===== src/rtl/ebc_pkg.sv =====
package ebc_pkg;
  localparam int unsigned DW = 32;

  typedef enum logic [2:0] {
    ST_IDLE, ST_ADDR, ST_TURN, ST_DATA, ST_RSP
  } ebc_state_e;

  typedef enum logic [1:0] {
    PS_W32 = 2'b00, PS_W8 = 2'b01, PS_W16 = 2'b10, PS_W32X = 2'b11
  } port_size_e;
endpackage


===== src/rtl/ebc_strap.sv =====
module ebc_strap (
  input  logic clk_i,
  input  logic rst_ni,
  input  logic strap_i,
  output logic mode_mux_o,
  output logic mode_valid_o
);
  logic mode_q, valid_q;

  always_ff @(posedge clk_i or negedge rst_ni) begin
    if (!rst_ni) begin
      mode_q  <= 1'b0;
      valid_q <= 1'b0;
    end else if (!valid_q) begin
      mode_q  <= strap_i;
      valid_q <= 1'b1;
    end
  end

  assign mode_mux_o   = mode_q;
  assign mode_valid_o = valid_q;

  a_r4_mode_hold: assert property (@(posedge clk_i) disable iff (!rst_ni)
    valid_q |=> (valid_q && $stable(mode_q)));
endmodule


===== src/rtl/ebc_cs_decode.sv =====
module ebc_cs_decode #(
  parameter int unsigned NUM_CS = 6,
  parameter int unsigned AW     = 32
) (
  input  logic [AW-1:0]        addr_i,
  input  logic [NUM_CS*AW-1:0] base_i,
  input  logic [NUM_CS*AW-1:0] mask_i,
  input  logic [NUM_CS*2-1:0]  psize_i,
  output logic                 hit_o,
  output logic [NUM_CS-1:0]    sel_o,
  output logic [1:0]           psize_o
);
  logic [NUM_CS-1:0] raw;

  for (genvar g = 0; g < NUM_CS; g++) begin : g_win
    assign raw[g] = ((addr_i ^ base_i[g*AW +: AW]) & mask_i[g*AW +: AW]) == '0;
  end

  // lowest index wins
  always_comb begin
    sel_o   = '0;
    psize_o = 2'b00;
    for (int i = NUM_CS - 1; i >= 0; i--) begin
      if (raw[i]) begin
        sel_o      = '0;
        sel_o[i]   = 1'b1;
        psize_o    = psize_i[i*2 +: 2];
      end
    end
  end

  assign hit_o = |raw;
endmodule


===== src/rtl/ebc_seq.sv =====
module ebc_seq
  import ebc_pkg::*;
#(
  parameter int unsigned NUM_CS  = 6,
  parameter int unsigned AW      = 32,
  parameter int unsigned TIMEOUT = 255
) (
  input  logic              clk_i,
  input  logic              rst_ni,
  input  logic              mux_mode_i,
  input  logic              mode_valid_i,
  input  logic              req_valid_i,
  input  logic              req_we_i,
  input  logic [AW-1:0]     req_addr_i,
  input  logic [DW-1:0]     req_wdata_i,
  output logic              req_ready_o,
  input  logic              hit_i,
  input  logic [NUM_CS-1:0] sel_i,
  input  logic [1:0]        psize_i,
  output logic              rsp_valid_o,
  output logic              rsp_err_o,
  output logic [DW-1:0]     rsp_rdata_o,
  output logic [NUM_CS-1:0] cs_n_o,
  output logic              ale_o,
  output logic              rd_o,
  output logic [AW-1:0]     addr_o,
  output logic [DW-1:0]     ad_o,
  output logic              ad_oe_o,
  input  logic [DW-1:0]     ad_i,
  input  logic              ta_i
);
  localparam int unsigned TOW = $clog2(TIMEOUT + 1);

  ebc_state_e        state_q;
  port_size_e        lane_q, lane_d;
  logic              we_q, err_q, active;
  logic [AW-1:0]     addr_q;
  logic [DW-1:0]     wdata_q, rdata_q, wr_lane;
  logic [NUM_CS-1:0] sel_q;
  logic [1:0]        beats_q;
  logic [TOW-1:0]    to_cnt_q;
  logic [2:0]        step;
  logic              accept;

  assign accept = req_valid_i && req_ready_o;

  always_comb begin
    lane_d = PS_W32;
    if (mux_mode_i) begin
      unique case (psize_i)
        2'b01:   lane_d = PS_W8;
        2'b10:   lane_d = PS_W16;
        default: lane_d = PS_W32;
      endcase
    end
  end

  always_comb begin
    unique case (lane_q)
      PS_W8:   begin step = 3'd1; wr_lane = {24'h0, wdata_q[31:24]}; end
      PS_W16:  begin step = 3'd2; wr_lane = {16'h0, wdata_q[31:16]}; end
      default: begin step = 3'd4; wr_lane = wdata_q; end
    endcase
  end

  always_ff @(posedge clk_i or negedge rst_ni) begin
    if (!rst_ni) begin
      state_q  <= ST_IDLE;
      lane_q   <= PS_W32;
      we_q     <= 1'b0;
      err_q    <= 1'b0;
      addr_q   <= '0;
      wdata_q  <= '0;
      rdata_q  <= '0;
      sel_q    <= '0;
      beats_q  <= '0;
      to_cnt_q <= '0;
    end else begin
      unique case (state_q)
        ST_IDLE: if (accept) begin
          err_q   <= !hit_i;
          rdata_q <= '0;
          if (hit_i) begin
            state_q <= ST_ADDR;
            we_q    <= req_we_i;
            addr_q  <= req_addr_i;
            wdata_q <= req_wdata_i;
            sel_q   <= sel_i;
            lane_q  <= lane_d;
            beats_q <= (lane_d == PS_W8) ? 2'd3 : (lane_d == PS_W16) ? 2'd1 : 2'd0;
          end else begin
            state_q <= ST_RSP;
          end
        end
        ST_ADDR: begin
          state_q  <= we_q ? ST_DATA : ST_TURN;
          to_cnt_q <= '0;
        end
        ST_TURN: state_q <= ST_DATA;
        ST_DATA: begin
          if (ta_i) begin
            to_cnt_q <= '0;
            addr_q   <= addr_q + AW'(step);
            unique case (lane_q)
              PS_W8:   begin rdata_q <= {rdata_q[23:0], ad_i[7:0]};  wdata_q <= wdata_q << 8;  end
              PS_W16:  begin rdata_q <= {rdata_q[15:0], ad_i[15:0]}; wdata_q <= wdata_q << 16; end
              default: rdata_q <= ad_i;
            endcase
            if (beats_q == 2'd0) state_q <= ST_RSP;
            else beats_q <= beats_q - 2'd1;
          end else if (to_cnt_q == TOW'(TIMEOUT - 1)) begin
            err_q   <= 1'b1;
            state_q <= ST_RSP;
          end else begin
            to_cnt_q <= to_cnt_q + 1'b1;
          end
        end
        default: state_q <= ST_IDLE;
      endcase
    end
  end

  assign active      = (state_q == ST_ADDR) || (state_q == ST_TURN) || (state_q == ST_DATA);
  assign req_ready_o = (state_q == ST_IDLE) && mode_valid_i;
  assign rsp_valid_o = (state_q == ST_RSP);
  assign rsp_err_o   = rsp_valid_o && err_q;
  assign rsp_rdata_o = (rsp_valid_o && !err_q && !we_q) ? rdata_q : '0;
  assign cs_n_o      = active ? ~sel_q : '1;
  assign ale_o       = (state_q == ST_ADDR);
  assign rd_o        = active && !we_q;
  assign addr_o      = active ? addr_q : '0;
  assign ad_oe_o     = (ale_o && mux_mode_i) || ((state_q == ST_DATA) && we_q);
  assign ad_o        = (ale_o && mux_mode_i) ? addr_q :
                       ((state_q == ST_DATA) && we_q) ? wr_lane : '0;

  a_r5_ale_single: assert property (@(posedge clk_i) disable iff (!rst_ni)
    ale_o |=> !ale_o);
  a_r2_cs_onehot: assert property (@(posedge clk_i) disable iff (!rst_ni)
    $onehot0(~cs_n_o));
  a_r6_read_turn: assert property (@(posedge clk_i) disable iff (!rst_ni)
    (ale_o && rd_o) |=> !ad_oe_o);
  a_r11_rsp_single: assert property (@(posedge clk_i) disable iff (!rst_ni)
    rsp_valid_o |=> !rsp_valid_o);
  a_r11_cs_released: assert property (@(posedge clk_i) disable iff (!rst_ni)
    rsp_valid_o |-> (&cs_n_o));
  a_r3_miss_error: assert property (@(posedge clk_i) disable iff (!rst_ni)
    (accept && !hit_i) |=> (rsp_valid_o && rsp_err_o && !ale_o));
  a_r10_to_bound: assert property (@(posedge clk_i) disable iff (!rst_ni)
    to_cnt_q < TOW'(TIMEOUT));
endmodule


===== src/rtl/ext_bus_ctrl.sv =====
module ext_bus_ctrl #(
  parameter int unsigned NUM_CS  = 6,
  parameter int unsigned AW      = 32,
  parameter int unsigned TIMEOUT = 255
) (
  input  logic                 clk_i,
  input  logic                 rst_ni,
  input  logic                 mux_strap_i,
  input  logic [NUM_CS*AW-1:0] cs_base_i,
  input  logic [NUM_CS*AW-1:0] cs_mask_i,
  input  logic [NUM_CS*2-1:0]  cs_psize_i,
  input  logic                 req_valid_i,
  output logic                 req_ready_o,
  input  logic                 req_we_i,
  input  logic [AW-1:0]        req_addr_i,
  input  logic [31:0]          req_wdata_i,
  output logic                 rsp_valid_o,
  output logic                 rsp_err_o,
  output logic [31:0]          rsp_rdata_o,
  output logic [NUM_CS-1:0]    cs_n_o,
  output logic                 ale_o,
  output logic                 rd_o,
  output logic [AW-1:0]        addr_o,
  output logic [31:0]          ad_o,
  output logic                 ad_oe_o,
  input  logic [31:0]          ad_i,
  input  logic                 ta_i
);
  logic              mode_mux, mode_valid, hit;
  logic [NUM_CS-1:0] sel;
  logic [1:0]        psize;

  ebc_strap u_strap (
    .clk_i, .rst_ni, .strap_i(mux_strap_i),
    .mode_mux_o(mode_mux), .mode_valid_o(mode_valid)
  );

  ebc_cs_decode #(.NUM_CS(NUM_CS), .AW(AW)) u_dec (
    .addr_i(req_addr_i), .base_i(cs_base_i), .mask_i(cs_mask_i),
    .psize_i(cs_psize_i), .hit_o(hit), .sel_o(sel), .psize_o(psize)
  );

  ebc_seq #(.NUM_CS(NUM_CS), .AW(AW), .TIMEOUT(TIMEOUT)) u_seq (
    .clk_i, .rst_ni,
    .mux_mode_i(mode_mux), .mode_valid_i(mode_valid),
    .req_valid_i, .req_we_i, .req_addr_i, .req_wdata_i, .req_ready_o,
    .hit_i(hit), .sel_i(sel), .psize_i(psize),
    .rsp_valid_o, .rsp_err_o, .rsp_rdata_o,
    .cs_n_o, .ale_o, .rd_o, .addr_o, .ad_o, .ad_oe_o, .ad_i, .ta_i
  );
endmodule


===== config.mk =====
export PLATFORM = sky130hd
export DESIGN_NAME = ext_bus_ctrl
export DESIGN_NICKNAME = d
export VERILOG_FILES = /design/src/rtl/ebc_pkg.sv /design/src/rtl/ebc_strap.sv /design/src/rtl/ebc_cs_decode.sv /design/src/rtl/ebc_seq.sv /design/src/rtl/ext_bus_ctrl.sv
export SDC_FILE = /design/constraint.sdc
export NUM_CORES = 1
export LEC_CHECK = 0
export ABC_AREA = 0
export CORE_AREA = 2 2 237 239
export DETAILED_ROUTE_END_ITERATION = 12
export DIE_AREA = 0 0 239 241
export PLACE_DENSITY_LB_ADDON = 0.3
export SLEW_MARGIN = 15
export SYNTH_ARGS = -nofsm -noshare
export SYNTH_HDL_FRONTEND = slang
export SYNTH_HIERARCHICAL = 1
export SYNTH_SLANG_ARGS = --single-unit

===== constraint.sdc =====
create_clock -name clk_i -period 2.52 [get_ports clk_i]
set_input_delay 0.378 -clock clk_i [delete_from_list [all_inputs] [get_ports clk_i]]
set_output_delay 0.378 -clock clk_i [all_outputs]
set_load 0.01 [all_outputs]

# == Yosys cells after proc, flatten, opt, wreduce, memory -nomap -nowiden ==
# Cells that the tools add are included.
# totals
ff_bits,121
output_inout_bits,108
elab_cells,137
# classes
n_addsub,3
n_eq_ne,21
mux,55
n_bitwise,13
n_reduce_logical,33
# ops
op,n
$mux 32,12
$pmux 32 s2,6
$and 32x32->32,6
$logic_not 32->1,6
$xor 32x32->32,6
$mux 6,7
$add 32x3->32,1
$mux 2,12
$mux 8,2
$pmux 8 s2,1
$mux 3,5
$pmux 3 s4,1
$reduce_and 5->1,2
$reduce_and 3->1,3
$add 8x1->8 const B,1
$eq 8x8->1 const B,1
$logic_and 1x1->1,8
$pmux 2 s2,2
$reduce_and 4->1,2
$eq 2x1->1 const B,3
$eq 2x2->1 const B,3
$eq 3x2->1 const B,2
$ne 2x1->1 const B,3
$ne 2x2->1 const B,3
16 further kinds,27

# == Longest topological paths before layout ==
# Gate-level depths: netlist of run 1.
# logic_depth
ltp_word,18
ltp_mapped,15
ltp_nobuf,12

# == Cells and area by module ==
# Netlist of run 1, hierarchy kept.
# modules_own_cells
module,n_inst,cells_per_inst,area_each_um2,seq_area_each_um2
ebc_seq,1,960,7786.2,2977.9
ebc_cs_decode,1,379,3017.9,0.0
ebc_strap,1,4,68.8,50.0

# == Worst setup path before layout of run 1 ==
# OpenSTA, ideal clock, no wires.
# synth_path
path_type,input port to flip-flop
start,input req_addr_i[29]
end,register u_seq.wdata_q[13]
setup_ns,0.134
arrival_ns,2.715
slack_ns,-0.329
path_stages,15
path_buffers,3
cell_sequence,buf_2 -> xor2_1 -> a22oi_1 -> nand4_1 -> nor4_2 -> nor4_2 -> nor2b_4 -> nand2b_1 -> nand3_1 -> o21ai_4 -> o31ai_1 -> buf_2 -> buf_6 -> nand2_1 -> o21ai_0
# synth_between
elab_chain_len,6
elab_cells_between_ends,21
# synth_rtl
element,line_no,text
start: declaration,ext_bus_ctrl.sv:15,"input logic [AW-1:0] req_addr_i,"
$xor 32x32->32,ebc_cs_decode.sv:16,assign raw[g] = ((addr_i ^ base_i[g*AW +: AW]) & mask_i[g*AW +: AW]) == '0;
$and 32x32->32,ebc_cs_decode.sv:16,
$logic_not 32->1,ebc_cs_decode.sv:16,
$reduce_or 6->1 *,ebc_cs_decode.sv:32,assign hit_o = |raw;
via hit,ext_bus_ctrl.sv:29,"logic mode_mux, mode_valid, hit;"
$ne 2x1->1 (no source line) *,--,
$reduce_and 5->1 (no source line) *,--,
end signal: assignment,ebc_seq.sv:87,wdata_q <= req_wdata_i;
end signal: assignment,ebc_seq.sv:105,"PS_W8: begin rdata_q <= {rdata_q[23:0], ad_i[7:0]}; wdata_q <= wdata_q << 8; end"
end signal: assignment,ebc_seq.sv:106,"PS_W16: begin rdata_q <= {rdata_q[15:0], ad_i[15:0]}; wdata_q <= wdata_q << 16; end"
end: declaration,ebc_seq.sv:38,"logic [DW-1:0] wdata_q, rdata_q, wr_lane;"
# The timed path passes the listed nets; every way through them passes the cells marked *.
# A chain may end at the register's enable or synchronous reset.

# == Final worst setup path of run 1 ==
# layout_path
start,input req_addr_i[25]
end,register u_seq.wdata_q[3]
# The elaborated chain is that of the path after synthesis.

==> metrics.md, run 1 <==
| Metric | Value |
|---|---|
| Status | complete, but fails checks |
| Failing checks | setup timing |
| Core Region | 0.0549 mm2 |
| RSZ-0062 raised after global routing | true |
| DRT Pass-1 Iters | 8 |
| Cell count after placement | between 2000 and 3000 |
| Sink Count | roughly 120 |
| Final min period | ~2.9 ns |
| Initial drt markers | between 1000 and 1500 |
| Max-Cap Viols | 0 |
| Fin cells | 2826 |
| CP startpoint kind | input pin |
| Area of the mapped netlist | between 0.01 and 0.015 mm2 |
| CP required | between 2 and 3 ns |
| CTS tree | done |
| Die X-Extent | between 200 and 250 um |
| Ports | around 610 |
| Synth unique cells | 78 |
| CP Class | input pin to register |
| Setup total negative slack | -17.41 ns |
| Die Y-Extent | between 200 and 250 um |
| Number of global-route vias before repair | approximately 14000 |
| Post-synthesis sequential area ratio | between 20% and 30% |
| Clock-pin slew on the worst setup and hold paths | 0.07 ns |
| Crit path DAT | 3.20 ns |
| # DRC | 0 |
| Worst R2R Path Depth | 10 |
| Max clock buf depth | 2 |
| Max-slew headroom at the worst pin | 52.5% |
| Synth Warn # | 6 |
| Gate Count Post-Synth | 1343 |
| Reg2reg end | u_seq/addr_q[24]$_DFFE_PN0P_ |
| Reg2reg setup slack | -0.13 ns |
| DRT Wirelength | around 76000 um |
| Final period util | 114% |
| Syn_nets | about 1900 |
| Initial Util | roughly a fifth |
| EDFF count, synth | 0 |
| Worst VDD drop | 548 uV |
| Footprint of the multi-input gates | roughly 0.0084 mm2 |
| CP Max Fanout | 7 |
| ANT nets after route | 0 |
| First-pass GRT wire length | around 100000 um |
| Share of cells above drive strength 1 | between 20 and 30% |
| Final setup margin | -0.347 ns |
| DR vias/cell | between 4 and 5 |
| Most area-consuming cells after synthesis | dfrtp_1 28%, xor2_1 16%, a22oi_1 9.6%, nand2_1 5.4%, and2_1 4.1% |
| Final core occ | 39.2% |
| Asr flop ratio synth | 100% |
| #FFs+latches synth | 121 |
| Hold Fails Final Rpt | 0 |
| Hold crit path type | input pin to asynchronous set/reset pin |
| Initial antenna violation count | 16 |
| Worst-Margin Slew | roughly 0.71 ns |
| Avg WL per Cell | around 27 um |
| Max-slew violation count | 0 |
| CTS buffer count | 17 |
| CTS root buf | clkbuf_16 |
| Register area | roughly 0.0030 mm2 |
| Worst setup EP type | register |
| Design area | approximately 0.022 mm2 |
| Endpoints failing setup | 75 |
| Row count | 86 |
| Max Fclk | between 0.3 and 0.4 GHz |
| Clock Latency Late Sink | approximately 0.44 ns |
| Most frequent CP cell | buf_12 |
| Clock H-tree levels | 4 |
| Placed Area | 0.0190 mm2 |
| Main flop type after synthesis | dfrtp_1 |
| CP max-delay cell | nor4_4 |
| Vias after detailed routing | 14100 |
| Synthesized area per cell | slightly above 8 um2 |
| Yosys top cell area share | roughly 28% |
| Largest area contributor in the netlist | dfrtp_1 |
| PortBufs | between 600 and 700 |
| Area growth from synthesis to layout | 98.0% |
| GRT Util Overall | around 25% |
| RR Startpoint | u_seq/lane_q[0]$_DFFE_PN0P_ |
| Skew final | roughly 0.011 ns |
| Placer Congestion | around 0.99 |
| PwrDens | around 670 mW/mm2 |
| Largest net degree at the start of global routing | 72 |
| Crit path largest cell delay | 0.37 ns |
| Die area | 0.0576 mm2 |
| Nets | about 2600 |
| Leak | 9.27 nW |
| Number of fill cells | 5491 |
| Gr ovfl total | 0 |
| Worst-path cell chain | buf_2 > buf_12 > xor2_4 > a22oi_1 > nand4_1 > nor4_4 > buf_4 > nor4_4 > nor2b_4 > nand2b_4 > nand3_4 > o21ai_4 > buf_12 > o31ai_4 > buf_12 > buf_16 > nand2_4 > nand2_2 |
| Detailed-placement wirelength estimate | roughly 59000 um |
[cell families (layout without fill, tap and decap cells)]
logic type	after synthesis	after routing	synth area share, %
other	1	16	0.0345
adder cells (fa/ha/maj)	10	10	1.15
AO/OA/AOI/OAI	402	402	25.4
AND/OR/NAND/NOR	465	465	22.2
flip-flops	121	121	27.8
XOR/XNOR	194	194	15.6
buffers and inverters	131	895	5.88
multiplexers	19	19	1.81
[cell usage in the layout, fill, tap and decap left out, types with 14 or more instances in the layout]
master             n
nor2_1            62
buf_12            44
a21oi_2           20
a22oi_1          100
dfrtp_1          117
clkdlybuf4s15_2   14
diode_2           15
o31ai_1           26
clkbuf_2          40
mux2i_1           17
nand2_2           14
a22oi_2           39
nand2_1          135
nor3_1            15
o21ai_0           21
clkdlybuf4s50_1  323
dlygate4sd2_1    119
xor2_2            20
o21ai_2           15
clkbuf_16         20
clkdlybuf4s15_1   26
a21oi_1           55
buf_4            146
nand3_1           21
buf_2             23
o21ai_1           32
a22o_1            17
xor2_1           169
dlymetal6s2s_1    35
and2_1            61
buf_6             60
nand4_1           37
[worst max-delay path, delay by kind of cell]
family                    cells  cell delay [ns]
buffers and inverters         6             0.89
AOI/OAI and AO/OA             3             0.54
xor gates and xnor gates      1             0.20
and+or+nand+nor               8             1.15
[cell type report]
class,count,area share [%]
tap,704,4.09
inverter,13,0.238
antenna,15,0.174
clock inverter,13,0.669
sequential,121,14.1
clock buffer,18,2.04
multi-input combinational,1091,39.0
timing repair buffer,851,39.7
[power by group]
part	leakage, nW	switching, mW	internal [mW]
Sequential	1.53	1.01	2.57
Combinational	7.46	4.29	3.95
Clock	0.275	1.05	1.48
[layer usage]
metal / GRT usage, % / wire, um
met1: 29.0 / 29200
met2: 43.1 / 37900
met3: 5.67 / 5740
met4: 11.0 / 3250
met5: 0 / 13
[registers in the layout (all words and copies together) (netlist names)]
register / flops
u_seq/rdata_q: 32
u_strap/mode_mux_o: 1
u_seq/beats_q: 2
u_seq/we_q: 1
u_seq/wdata_q: 32
u_seq/sel_q: 6
u_seq/addr_q: 32
u_seq/state_q: 3
u_seq/to_cnt_q: 8
u_seq/lane_q: 2
u_strap/mode_valid_o: 1
u_seq/err_q: 1
[stage by stage]
| step | power [mW] | setup slack (ns) | hold slack (ns) |
|---|---|---|---|
| after floorplan | 6.74 | -0.207 | 0.0824 |
| after global placement | 10.2 | -1.43 | 0.263 |
| after global routing | 15.1 | -0.447 | 0.365 |
| final | 14.4 | -0.347 | 0.353 |
| after CTS | 13.8 | -0.296 | 0.334 |
| after detailed placement | 10.3 | -1.48 | 0.262 |
[Yosys cell counts, types with 11 or more instances]
| master | instances |
|---|---|
| o31ai_1 | 27 |
| nand2_1 | 157 |
| and3_1 | 13 |
| nor3_1 | 19 |
| nand4_1 | 37 |
| o21ai_0 | 57 |
| nor2_1 | 81 |
| o21ai_1 | 14 |
| a22o_1 | 17 |
| a22oi_1 | 139 |
| dfrtp_1 | 121 |
| clkbuf_1 | 46 |
| nor3b_1 | 11 |
| nand3_1 | 23 |
| a21oi_1 | 75 |
| mux2i_1 | 17 |
| inv_1 | 13 |
| buf_2 | 44 |
| xor2_1 | 194 |
| and2_1 | 72 |
| a211oi_1 | 13 |
[how the worst max path moves through the flow]
stage | from | endpoint | slack, ns | depth (start not counted)
after global routing | req_addr_i[14] | u_seq/beats_q[0]$_DFFE_PN0P_ | -0.45 | 15
after detailed placement | req_addr_i[22] | u_seq/beats_q[0]$_DFFE_PN0P_ | -1.48 | 16
after floorplan | req_addr_i[23] | u_seq/wdata_q[13]$_DFFE_PN0P_ | -0.21 | 15
final | req_addr_i[25] | u_seq/wdata_q[3]$_DFFE_PN0P_ | -0.35 | 18
after global placement | req_addr_i[22] | u_seq/beats_q[0]$_DFFE_PN0P_ | -1.43 | 16
after CTS | req_addr_i[28] | u_seq/beats_q[0]$_DFFE_PN0P_ | -0.30 | 16
[what timing repair did]
action                                  CTS  global route
cloned                                   10             3
hold buffers                              1             0
resized for setup                       660           250
endpoints found under the hold margin    14             0
buffers inserted                         61            31
pin swaps                               172           102
endpoints found under the setup margin  172           152
(Power assumes the default switching activity.)
==> run 2: changes to the inputs <==
CAP_MARGIN = 20   (was unset)
==> results of run 2 <==
No change in the layout: final DEF, timing and power equal those of run 1.
